--- config.mk ---
export PLATFORM = sky130hd
export DESIGN_NAME = fuse_autoread
export DESIGN_NICKNAME = d
export VERILOG_FILES = /design/src/rtl/fuse_array_model.sv /design/src/rtl/fuse_autoread.sv
export SDC_FILE = /design/constraint.sdc
export NUM_CORES = 1
export LEC_CHECK = 0
export BUFFER_PORTS_ARGS = -buffer_cell sky130_fd_sc_hd__buf_2
export CAP_MARGIN = 20
export CORE_MARGIN = 2
export CORE_UTILIZATION = 60
export DETAILED_ROUTE_END_ITERATION = 8
export HOLD_SLACK_MARGIN = 0.06
export PLACE_DENSITY = 0.87
export REMOVE_ABC_BUFFERS = 1
export SYNTH_ARGS = -nofsm -noshare
export SYNTH_HDL_FRONTEND = slang
export SYNTH_HIERARCHICAL = 1
export SYNTH_SLANG_ARGS = --single-unit
--- constraint.sdc ---
create_clock -name clk -period 5.6 [get_ports clk]
set_input_delay 1.12 -clock clk [delete_from_list [all_inputs] [get_ports clk]]
set_output_delay 1.12 -clock clk [all_outputs]
set_load 0.02 [all_outputs]
--- src/rtl/fuse_array_model.sv ---
module fuse_array_model #(
  parameter int AW    = 10,
  parameter int WORDS = 32
) (
  input  logic          csb,
  input  logic          load,
  input  logic          strobe,
  input  logic [AW-1:0] addr,
  output logic [31:0]   dout
);
  function automatic logic [7:0] byte_at(input int b);
    return 8'((b * 53 + 167) % 256);
  endfunction

  always_comb begin
    dout = '0;
    if (!csb && load && strobe && int'(addr) < WORDS)
      for (int k = 0; k < 4; k++)
        dout[8*k +: 8] = byte_at(int'(addr) * 4 + k);
  end
endmodule

--- src/rtl/fuse_autoread.sv ---
module fuse_autoread #(
  parameter int CLK_MHZ      = 100,
  parameter int AW           = 10,
  parameter int WORDS        = 32,
  parameter int SECURE_WORDS = 24
) (
  input  logic        clk,
  input  logic        rst_n,
  input  logic        reg_wr,
  input  logic [7:0]  reg_addr,
  input  logic [31:0] reg_wdata,
  output logic [31:0] reg_rdata,
  input  logic        nonsec_only
);
  localparam int SETUP_CYC = 4;
  localparam int STRB_CYC  = (CLK_MHZ / 2 > 0) ? CLK_MHZ / 2 : 1;
  localparam int CW        = $clog2(SETUP_CYC + STRB_CYC + 1);
  localparam logic [7:0] OFS_STAT = 8'h18;
  localparam logic [7:0] OFS_DATA = 8'h20;
  localparam logic [7:0] OFS_CTRL = 8'h24;

  typedef enum logic [1:0] {S_IDLE, S_SETUP, S_STRB} st_t;

  st_t           st;
  logic [CW-1:0] cnt;
  logic [AW-1:0] waddr_q;
  logic          blk_q;
  logic [31:0]   dout_q;
  logic          fin_q;
  logic          arr_csb, arr_load, arr_strb;
  logic [31:0]   arr_dout;
  logic          unused_bits;

  wire busy = (st != S_IDLE);
  wire cmd  = reg_wr && reg_addr == OFS_CTRL && reg_wdata[0] && reg_wdata[1];
  wire go   = cmd && !busy;
  wire cap  = (st == S_STRB) && (cnt == '0);
  wire clr  = reg_wr && reg_addr == OFS_STAT && reg_wdata[0];
  wire secure_hit = blk_q && (int'(waddr_q) < SECURE_WORDS);

  assign arr_csb  = !busy;
  assign arr_load = busy;
  assign arr_strb = (st == S_STRB);
  assign unused_bits = ^{reg_wdata[15:2], reg_wdata >> (16 + AW)};

  fuse_array_model #(.AW(AW), .WORDS(WORDS)) u_array (
    .csb(arr_csb), .load(arr_load), .strobe(arr_strb),
    .addr(waddr_q), .dout(arr_dout)
  );

  always_ff @(posedge clk or negedge rst_n) begin
    if (!rst_n) begin
      st      <= S_IDLE;
      cnt     <= '0;
      waddr_q <= '0;
      blk_q   <= 1'b0;
    end else begin
      case (st)
        S_IDLE:
          if (go) begin
            st      <= S_SETUP;
            cnt     <= CW'(SETUP_CYC - 1);
            waddr_q <= reg_wdata[16 +: AW];
            blk_q   <= nonsec_only;
          end
        S_SETUP:
          if (cnt == '0) begin
            st  <= S_STRB;
            cnt <= CW'(STRB_CYC - 1);
          end else cnt <= cnt - 1'b1;
        S_STRB:
          if (cnt == '0) st <= S_IDLE;
          else cnt <= cnt - 1'b1;
        default: st <= S_IDLE;
      endcase
    end
  end

  always_ff @(posedge clk or negedge rst_n) begin
    if (!rst_n) begin
      dout_q <= '0;
      fin_q  <= 1'b0;
    end else begin
      if (cap) dout_q <= secure_hit ? '0 : arr_dout;
      if (cap) fin_q <= 1'b1;
      else if (clr) fin_q <= 1'b0;
    end
  end

  always_comb begin
    reg_rdata = '0;
    case (reg_addr)
      OFS_STAT: reg_rdata[0] = fin_q;
      OFS_DATA: reg_rdata = dout_q;
      OFS_CTRL: begin
        reg_rdata[16 +: AW] = waddr_q;
        reg_rdata[0]        = busy;
      end
      default: reg_rdata = '0;
    endcase
  end
endmodule


* Yosys cells after proc, flatten, opt, wreduce, memory -nomap -nowiden *
Index checks and enable logic that the tools add are counted.
Widths: inputs -> output; s select.

word-level totals
  word-level logic and storage cells = 64
  flip-flop bits (word level) = 52
  input port bits = 44
  output and inout port bits = 32

cells by class
  $add $sub $neg = 8
  equal/unequal tests = 9
  mux-type cells = 16
  multiply operators = 4
  order comparisons = 2
  reductions and logical operators = 19

operators with widths
  cell                   count
  $mul 32x7->8 const B   3
  $mux 32                2
  $add 8x8->8 const B    4
  $add 12x2->13 const B  2
  $mux 6                 4
  $pmux 10 s2            1
  $pmux 6 s3             1
  $eq 8x6->1 const B     2
  $mux 15                1
  $add 12x1->13 const B  1
  $logic_and 1x1->1      10
  $lt 10x5->1 const B    1
  $lt 10x6->1 const B    1
  $mul 10x6->6 const B   1
  $eq 8x5->1 const B     1
  $ne 2x2->1 const B     4
  $logic_not 6->1        1
  $mux 2                 3
  $pmux 2 s3             1
  $reduce_and 3->1       2
  $sub 6x1->6 const B    1
  $reduce_bool 2->1      2
  $pmux 1 s3             1
  $reduce_bool 3->1      1
  6 further kinds        7

* Depth between registers and ports, before layout *
Gate-level depths: netlist of the first run.

  word-level depth = 7
  depth in mapped cells = 12
  mapped depth without buffers = 12

* Hierarchy *
The synthesis of the first run kept the hierarchy.

modules (own cells, without submodules)
  module            area each (µm²)  sequential area each (µm²)  cells an instance  instances
  fuse_autoread     2,513.7          1,301.2                     207                1
  fuse_array_model  1,091.0          0.0                         130                1

* Worst setup path before layout of the first run *
Ideal clock, no wire load.

  path kind = input to output
  start point = input reg_addr[1]
  end point = output reg_rdata[16]
  setup slack = 1,766 ps
  stages = 5
  arrival = 2,714 ps
  buffers on the path = 2
  required time = 4,480 ps
  path through = or4_4 > buf_6 > nor4_2 > clkbuf_1 > a22o_1

between the ends
  longest elaborated chain between the ends = 2
  elaborated cells between the ends (all ways) = 3
  classes of those cells = 2 x eq/ne; 1 x mux

RTL lines
  what                line                 text
  start: declaration  fuse_autoread.sv:10  input logic [7:0] reg_addr,
  $eq 8x6->1          fuse_autoread.sv:92  case (reg_addr)
  $pmux 10 s2 (*)     fuse_autoread.sv:92
  end: declaration    fuse_autoread.sv:12  output logic [31:0] reg_rdata,

Every way passes the cells marked *; elsewhere a longest branch is shown, timed or not.

* Worst setup path after layout of the first run *
  start point = input reg_addr[3]
  end point = output reg_rdata[19]

The elaborated chain is that of the path after synthesis.

==> flow_summary.json, run 1 <==
{
  "status": "completed",
  "dp_hpwl_mm": 5.24,
  "worst_slew_pin_slew_ps": 851,
  "layout_commonest_cell": "buf_2",
  "yosysWarnings": 6,
  "post-route-period-util_pct": 71.4,
  "ctsHoldBuffers": 0,
  "finalNetCount": 462,
  "drc": 0,
  "p_per_area_nw_per_um2": 170,
  "grt_start_max_net_pins": 40,
  "port_buffers": 55,
  "gr-total-overflow": 0,
  "cp.required_ps": 4480,
  "num-fill-cells": 438,
  "first_iter_violations": 142,
  "row_count": 28,
  "initial_core_util_pct": 61.6,
  "ir_drop_mv": 0.112,
  "p_leak_nw": 2.11,
  "track_usage_pct": 24.3,
  "gp_congestion": 0.873,
  "drt-total-wl_mm": 7.30,
  "die_y_um": 81.5,
  "ys_seq_elements": 52,
  "yosys.area_share.simple_pct": 12.4,
  "routedWlPerCell_um": 16.0,
  "rsz0062_at_grt": "false",
  "cts_resized": 0,
  "vias": 2670,
  "hold-worst-slack_ps": 502,
  "fin_tns_setup_ps": 0,
  "path_max_fanout": 10,
  "cts_setup_buffers": 0,
  "fmax_mhz": 250,
  "cts_tree": "yes",
  "synthArstFlopShare_pct": 100,
  "drv_cap": 0,
  "drive_gt1_share_pct": 23.0,
  "vias_per_cell": 5.84,
  "syn_inst": 337,
  "period_needed_ps": 4000,
  "start_kind": "input port",
  "synth_compound_area_share_pct": 17.7,
  "syn2layout_area_growth_pct": 10.3,
  "min_path_type": "register to register",
  "instances_no_fill": 457,
  "design_area_um2": 3980,
  "dp.cells": 449,
  "antenna_found_initial": 0,
  "grt_pass1_vias": 2582,
  "drtPass1Iterations": 4,
  "die_w_um": 81.5,
  "cts-root-buf": "clkbuf_8",
  "yosysTopAreaCellShare_pct": 36.1,
  "synth_xor_area_share_pct": 8.09,
  "path_class": "input port to output pin",
  "most-common-layout-cells": "buf_2 (55), dfrtp_1 (52), a22o_1 (42)",
  "cts_max_level": 2,
  "relSlewSlack_pct": 43.1,
  "synth_cell_types": 49,
  "postPlaceCellArea_um2": 3890,
  "mappedNetlistArea_um2": 3600,
  "finalCoreUtilization_pct": 68.0,
  "yosys.area.top_type": "dfrtp_1",
  "yosysSeqAreaShare_pct": 36.1,
  "worst_skew_pair.late_latency_ps": 320,
  "synth.area.mux_share_pct": 4.69,
  "io_pins": 76,
  "setup-violations-final": 0,
  "die_area_um2": 6640,
  "diodes": 0,
  "synthTopCellsByArea": "dfrtp_1 (36%), ha_1 (11%), a22o_1 (10%), and2_1 (4.0%), mux2_4 (3.7%)",
  "cts_inserted_buffers": 5,
  "core_area_um2": 5850,
  "synth_edf_count": 0,
  "end_kind": "output pin",
  "syn_avg_cell_area_um2": 10.7,
  "synth_top_family_by_area": "compound AO/OA/AOI/OAI gates",
  "cts.clk_slew.worst_paths_ps": 90,
  "ant_nets": 0,
  "grt_pass1_wl_mm": 12.3,
  "drv_slew": 0,
  "synth_fa_ha_area_share_pct": 14.1,
  "worst_clock_skew_ps": 6.83,
  "final_hold_viol_count": 0,
  "synth_flop_cell": "dfrtp_1",
  "crit_arrival_ps": 2880,
  "clock_path_buffers": 2,
  "clock_sinks": 52
}
==> cells by family after synthesis <==
logic type | count (synthesis)
mux | 12
other cells | 1
buf+inv | 50
simple gates | 79
fa+ha+maj | 37
xor+xnor | 27
flops | 52
compound gates | 79
==> through the flow <==
stage	setup WS (ps)	power (W)
2_1_floorplan	1240	0.000435
3_3_place_gp	1610	0.000458
3_5_place_dp	1600	0.000462
4_1_cts	1600	0.000676
5_1_grt	1490	0.000705
6_report	1600	0.000674
==> cell usage after synthesis (all sizes together), types with 2 or more instances <==
library cell	instances
nor2	25
xnor2	12
and2	24
nor2b	2
nor4	4
nand2	3
a21oi	9
o21bai	2
xnor3	4
o2bb2ai	5
a32oi	3
a22o	42
mux2	12
inv	25
dfrtp	52
nor3	4
fa	6
o21ai	5
ha	31
nand3	2
buf	13
xor2	11
clkbuf	12
nand2b	4
or4	3
a31oi	3
a31o	2
==> metal layers <==
metal	vias to the layer above	wire length (µm)	global-route usage [%]
met2	73	3630	39.0
met1	1309	3190	33.1
met5	-	0	0
met4	0	168	8.98
met3	18	309	3.96
li1	1270	-	-
==> worst max-delay path, stage by stage <==
cell and delay [ps]:
buf_2 130, or4bb_1 610, nor2_1 610, a22o_1 250, buf_2 170
==> final timing paths <==
| kind | cells past startpoint | to | from | slack (ps) |
|---|---|---|---|---|
| min in group asynchronous | 1 | dout_q[13] | rst_n | 780 |
| max in group asynchronous | 2 | cnt[1] | rst_n | 4290 |
| max reg2reg | 12 | dout_q[31] | waddr_q[0] | 1840 |
| min | 1 | dout_q[9] | dout_q[9] | 500 |
| max | 5 | reg_rdata[19] | reg_addr[3] | 1600 |
| min reg2reg | 1 | dout_q[9] | dout_q[9] | 500 |
==> final cells by class <==
type,instances,area [µm²],share of cell area (%)
Multi-Input combinational cell,238,2080,52.4
Sequential cell,52,1300,32.7
Timing Repair Buffer,59,318,7.99
Inverter,25,93.8,2.36
Tap cell,75,93.8,2.36
Clock buffer,5,68.8,1.73
Clock inverter,3,18.8,0.472
==> power breakdown <==
group / switching, W / internal [W]
sequential: 0.00000570 / 0.000380
combinational: 0.0000363 / 0.0000335
clock: 0.000131 / 0.0000875
==> sequential cells by signal (all words and copies together), names as in the netlist <==
signal	cells
st	2
waddr_q	10
cnt	6
dout_q	32
fin_q	1
blk_q	1
(Power assumes the default switching activity.)
==> run 2, diff against run 1 <==
- CORE_UTILIZATION: 60 -> 56
- PLACE_DENSITY: 0.87 -> 0.82
- clock period: 5.6 -> 3.8 ns (I/O delays scaled with it)
==> flow_summary.json, run 2 (synthesis results as in run 1) <==
{
  "status": "completed",
  "fin_tns_setup_ps": 0,
  "p_leak_nw": 2.13,
  "worst_skew_pair.late_latency_ps": 310,
  "largest_register_ffs": 32,
  "drt-total-wl_mm": 7.56,
  "end_kind": "register",
  "period_needed_ps": 3400,
  "initial_core_util_pct": 57.4,
  "layout_commonest_cell": "buf_2",
  "ir_drop_mv": 0.201,
  "num-fill-cells": 515,
  "dp_hpwl_mm": 5.58,
  "cts_inserted_buffers": 5,
  "startpoint": "waddr_q[2]",
  "syn2layout_area_growth_pct": 11.6,
  "cts_resized": 0,
  "clock_sinks": 52,
  "core_area_um2": 6280,
  "row_count": 29,
  "start_kind": "register",
  "hold-worst-slack_ps": 414,
  "p_per_area_nw_per_um2": 263,
  "r2r_start": "waddr_q[2]",
  "first_iter_violations": 129,
  "drc": 0,
  "worst_slew_pin_slew_ps": 650,
  "cts.clk_slew.worst_paths_ps": 100,
  "routedWlPerCell_um": 16.3,
  "track_usage_pct": 22.6,
  "fmax_mhz": 294,
  "diodes": 0,
  "regMostFlops": "dout_q",
  "multi_input_area_um2": 2080,
  "die_area_um2": 7090,
  "most-common-layout-cells": "buf_2 (55), dfrtp_1 (52), a22o_1 (42)",
  "clock_path_buffers": 2,
  "relSlewSlack_pct": 56.5,
  "grt_pass1_wl_mm": 13.0,
  "cts_max_level": 2,
  "top_regs": "dout_q x32, waddr_q x10, cnt x6",
  "finalNetCount": 466,
  "drv_slew": 0,
  "path_class": "register to register",
  "ant_nets": 0,
  "final_hold_viol_count": 0,
  "grt_start_max_net_pins": 33,
  "cts-root-buf": "clkbuf_8",
  "gr-total-overflow": 0,
  "cp.required_ps": 4050,
  "area.sequential_um2": 1300,
  "grt_pass1_vias": 2691,
  "antenna_found_initial": 0,
  "crit_arrival_ps": 3650,
  "worst_clock_skew_ps": 13.3,
  "rsz0062_at_grt": "false",
  "ctsHoldBuffers": 0,
  "cts_setup_buffers": 0,
  "vias_per_cell": 5.71,
  "drtPass1Iterations": 4,
  "gp_congestion": 0.952,
  "min_path_type": "input port to async pin",
  "drv_cap": 0,
  "setup-violations-final": 0,
  "post-route-period-util_pct": 89.5,
  "drive_gt1_share_pct": 23.6,
  "cts_tree": "yes",
  "port_buffers": 55,
  "die_w_um": 84.2,
  "io_pins": 76,
  "vias": 2644,
  "path_max_fanout": 6,
  "die_y_um": 84.2
}
-- run 2: worst paths after layout --
kind / end / slack (ps) / cells after the start
hold reg to reg: dout_q[26] / 500 / 1
min in group clk: dout_q[26] / 500 / 1
setup reg to reg: dout_q[31] / 400 / 12
max in group asynchronous: st[1] / 2630 / 2
setup / recovery: dout_q[31] / 400 / 12
hold / removal: dout_q[27] / 410 / 1
-- run 2: critical path, stage by stage (launching register included) --
cell and delay (ps):
dfrtp_1 470, ha_1 410, inv_1 150, fa_1 540, inv_1 80, fa_1 500
inv_1 40, ha_1 330, a31o_2 210, a21oi_1 150, xnor3_1 220, nor2_1 90
a22o_1 140
-- run 2: final cells by class --
cell class                      count  share of cell area (%)
Sequential cell                    52                    32.4
Timing Repair Buffer               63                    8.34
Clock buffer                        6                    1.80
Multi-Input combinational cell    238                    51.8
Clock inverter                      2                   0.965
Inverter                           25                    2.33
Tap cell                           77                    2.40
-- run 2: per-layer routing --
metal / part of all wire, % / wire, µm / track usage, % / vias up
met3: 3.3 / 253 / 3.05 / 6
li1: - / - / - / 1279
met5: 0 / 0 / 0 / -
met2: 49 / 3730 / 37.8 / 60
met1: 46 / 3480 / 30.9 / 1299
met4: 1.2 / 91 / 6.45 / 0
-- run 2: metrics by stage --
stage / total power, W / setup WS (ps) / area, µm² / utilization, % / cells
finish: 0.00106 / 400 / 4020 / 64.1 / 463
detailed placement: 0.000683 / 416 / 3910 / 62.3 / 455
global placement: 0.000677 / 518 / 3910 / 62.3 / 455
CTS: 0.00107 / 380 / 4020 / 64.1 / 463
global route: 0.00110 / 236 / 4020 / 64.1 / 463
floorplan: 0.000641 / 158 / 3470 / - / 315
-- run 2: power by group --
| part | switching [W] | leakage (nW) | internal (W) |
|---|---|---|---|
| Clock | 0.000188 | 0.0558 | 0.000199 |
| Combinational | 0.0000549 | 1.36 | 0.0000485 |
| Sequential | 0.00000860 | 0.714 | 0.000560 |
==> run 3, diff against run 2 <==
- GPL_TIMING_DRIVEN: unset -> 0
==> flow_summary.json, run 3 (synthesis results as in run 1) <==
{
  "worst_clock_skew_ps": 5.29,
  "finalCoreUtilization_pct": 63.8,
  "drv_slew": 0,
  "start_kind": "register",
  "initial_core_util_pct": 57.4,
  "drv_cap": 0,
  "die_area_um2": 7090,
  "io_pins": 76,
  "p_leak_nw": 2.11,
  "antenna_found_initial": 0,
  "routedWlPerCell_um": 16.1,
  "instances_no_fill": 459,
  "grt_pass1_wl_mm": 12.6,
  "cp.required_ps": 4050,
  "dp.cells": 451,
  "grt_start_max_net_pins": 28,
  "grt_pass1_vias": 2717,
  "ctsHoldBuffers": 0,
  "design_area_um2": 4010,
  "diodes": 0,
  "path_max_fanout": 17,
  "die_y_um": 84.2,
  "gp_congestion": 0.924,
  "fin_tns_setup_ps": 0,
  "largest_register_ffs": 32,
  "top_regs": "dout_q x32, waddr_q x10, cnt x6",
  "status": "completed",
  "gr-total-overflow": 0,
  "track_usage_pct": 21.7,
  "most-common-layout-cells": "buf_2 (55), dfrtp_1 (51), a22o_1 (42)",
  "path_class": "register to register",
  "syn2layout_area_growth_pct": 11.1,
  "dp_hpwl_mm": 5.58,
  "ant_nets": 0,
  "crit_arrival_ps": 3870,
  "port_buffers": 55,
  "cts.clk_slew.worst_paths_ps": 100,
  "ir_drop_mv": 0.179,
  "worst_slew_pin_slew_ps": 901,
  "fmax_mhz": 276,
  "p_total_w": 0.000987,
  "cts_tree": "yes",
  "layout_commonest_cell": "buf_2",
  "drt-total-wl_mm": 7.40,
  "clock_path_buffers": 2,
  "row_count": 29,
  "relSlewSlack_pct": 39.5,
  "vias_per_cell": 5.76,
  "post-route-period-util_pct": 95.3,
  "first_iter_violations": 102,
  "end_kind": "register",
  "final_hold_viol_count": 0,
  "postPlaceCellArea_um2": 3910,
  "die_w_um": 84.2,
  "clock_sinks": 52,
  "p_per_area_nw_per_um2": 246,
  "drc": 0,
  "setup-violations-final": 0,
  "vias": 2643,
  "regMostFlops": "dout_q",
  "core_area_um2": 6280,
  "worst_skew_pair.late_latency_ps": 300,
  "finalNetCount": 462,
  "drtPass1Iterations": 4,
  "drive_gt1_share_pct": 23.6,
  "cts_max_level": 2,
  "cts-root-buf": "clkbuf_8",
  "cts_setup_buffers": 0,
  "cts_inserted_buffers": 5,
  "period_needed_ps": 3620,
  "rsz0062_at_grt": "false",
  "min_path_type": "input port to async pin"
}
run 3: cell type report:
| type | instances | area, µm² |
|---|---|---|
| clock inverter | 3 | 18.8 |
| tap | 77 | 96.3 |
| sequential | 52 | 1310 |
| inverter | 25 | 93.8 |
| multi-input combinational | 238 | 2090 |
| clock buffer | 5 | 68.8 |
| fill | 518 | 2270 |
| timing repair buffer | 59 | 337 |
run 3: worst max-delay path, stage by stage (launching register included):
cell and delay [ps]:
dfrtp_4 600, ha_2 410, inv_1 130, fa_1 520, inv_1 70, fa_1 520
inv_1 50, ha_1 330, a31o_2 220, a21oi_1 190, xnor3_1 250, nor2_1 110
a22o_1 160
run 3: per-stage QoR:
step	hold WS (ps)	setup slack (ps)
6_report	449	180
5_1_grt	488	8.57
2_1_floorplan	464	158
3_5_place_dp	482	70.7
4_1_cts	464	153
3_3_place_gp	479	-1050
run 3: repair_timing:
action | CTS | global route
gates resized for setup | 1 | 2
setup endpoints to repair | 1 | 1
endpoints found under the hold margin | 0 | 0
run 3: final timing paths:
check | start | endpoint | cells past startpoint | slack, ps
worst max-delay path | waddr_q[0] | dout_q[31] | 12 | 180
worst min register to register | dout_q[9] | dout_q[9] | 1 | 500
worst min-delay path | rst_n | dout_q[13] | 1 | 450
max in group asynchronous | rst_n | waddr_q[0] | 2 | 2790
min in group clk | dout_q[9] | dout_q[9] | 1 | 500
worst max register to register | waddr_q[0] | dout_q[31] | 12 | 180
run 3: power by group:
group / internal, W / switching, W
combinational: 0.0000494 / 0.0000536
clock: 0.000129 / 0.000186
sequential: 0.000560 / 0.00000872
total: 0.000739 / 0.000248
run 3: per-layer routing:
| metal | GRT usage, % | share of wire, % | up-vias |
|---|---|---|---|
| met3 | 2.95 | 3.7 | 16 |
| li1 | - | - | 1270 |
| met5 | 0 | 0 | - |
| met1 | 28.5 | 44 | 1281 |
| met4 | 6.16 | 2.0 | 0 |
| met2 | 37.8 | 50 | 76 |
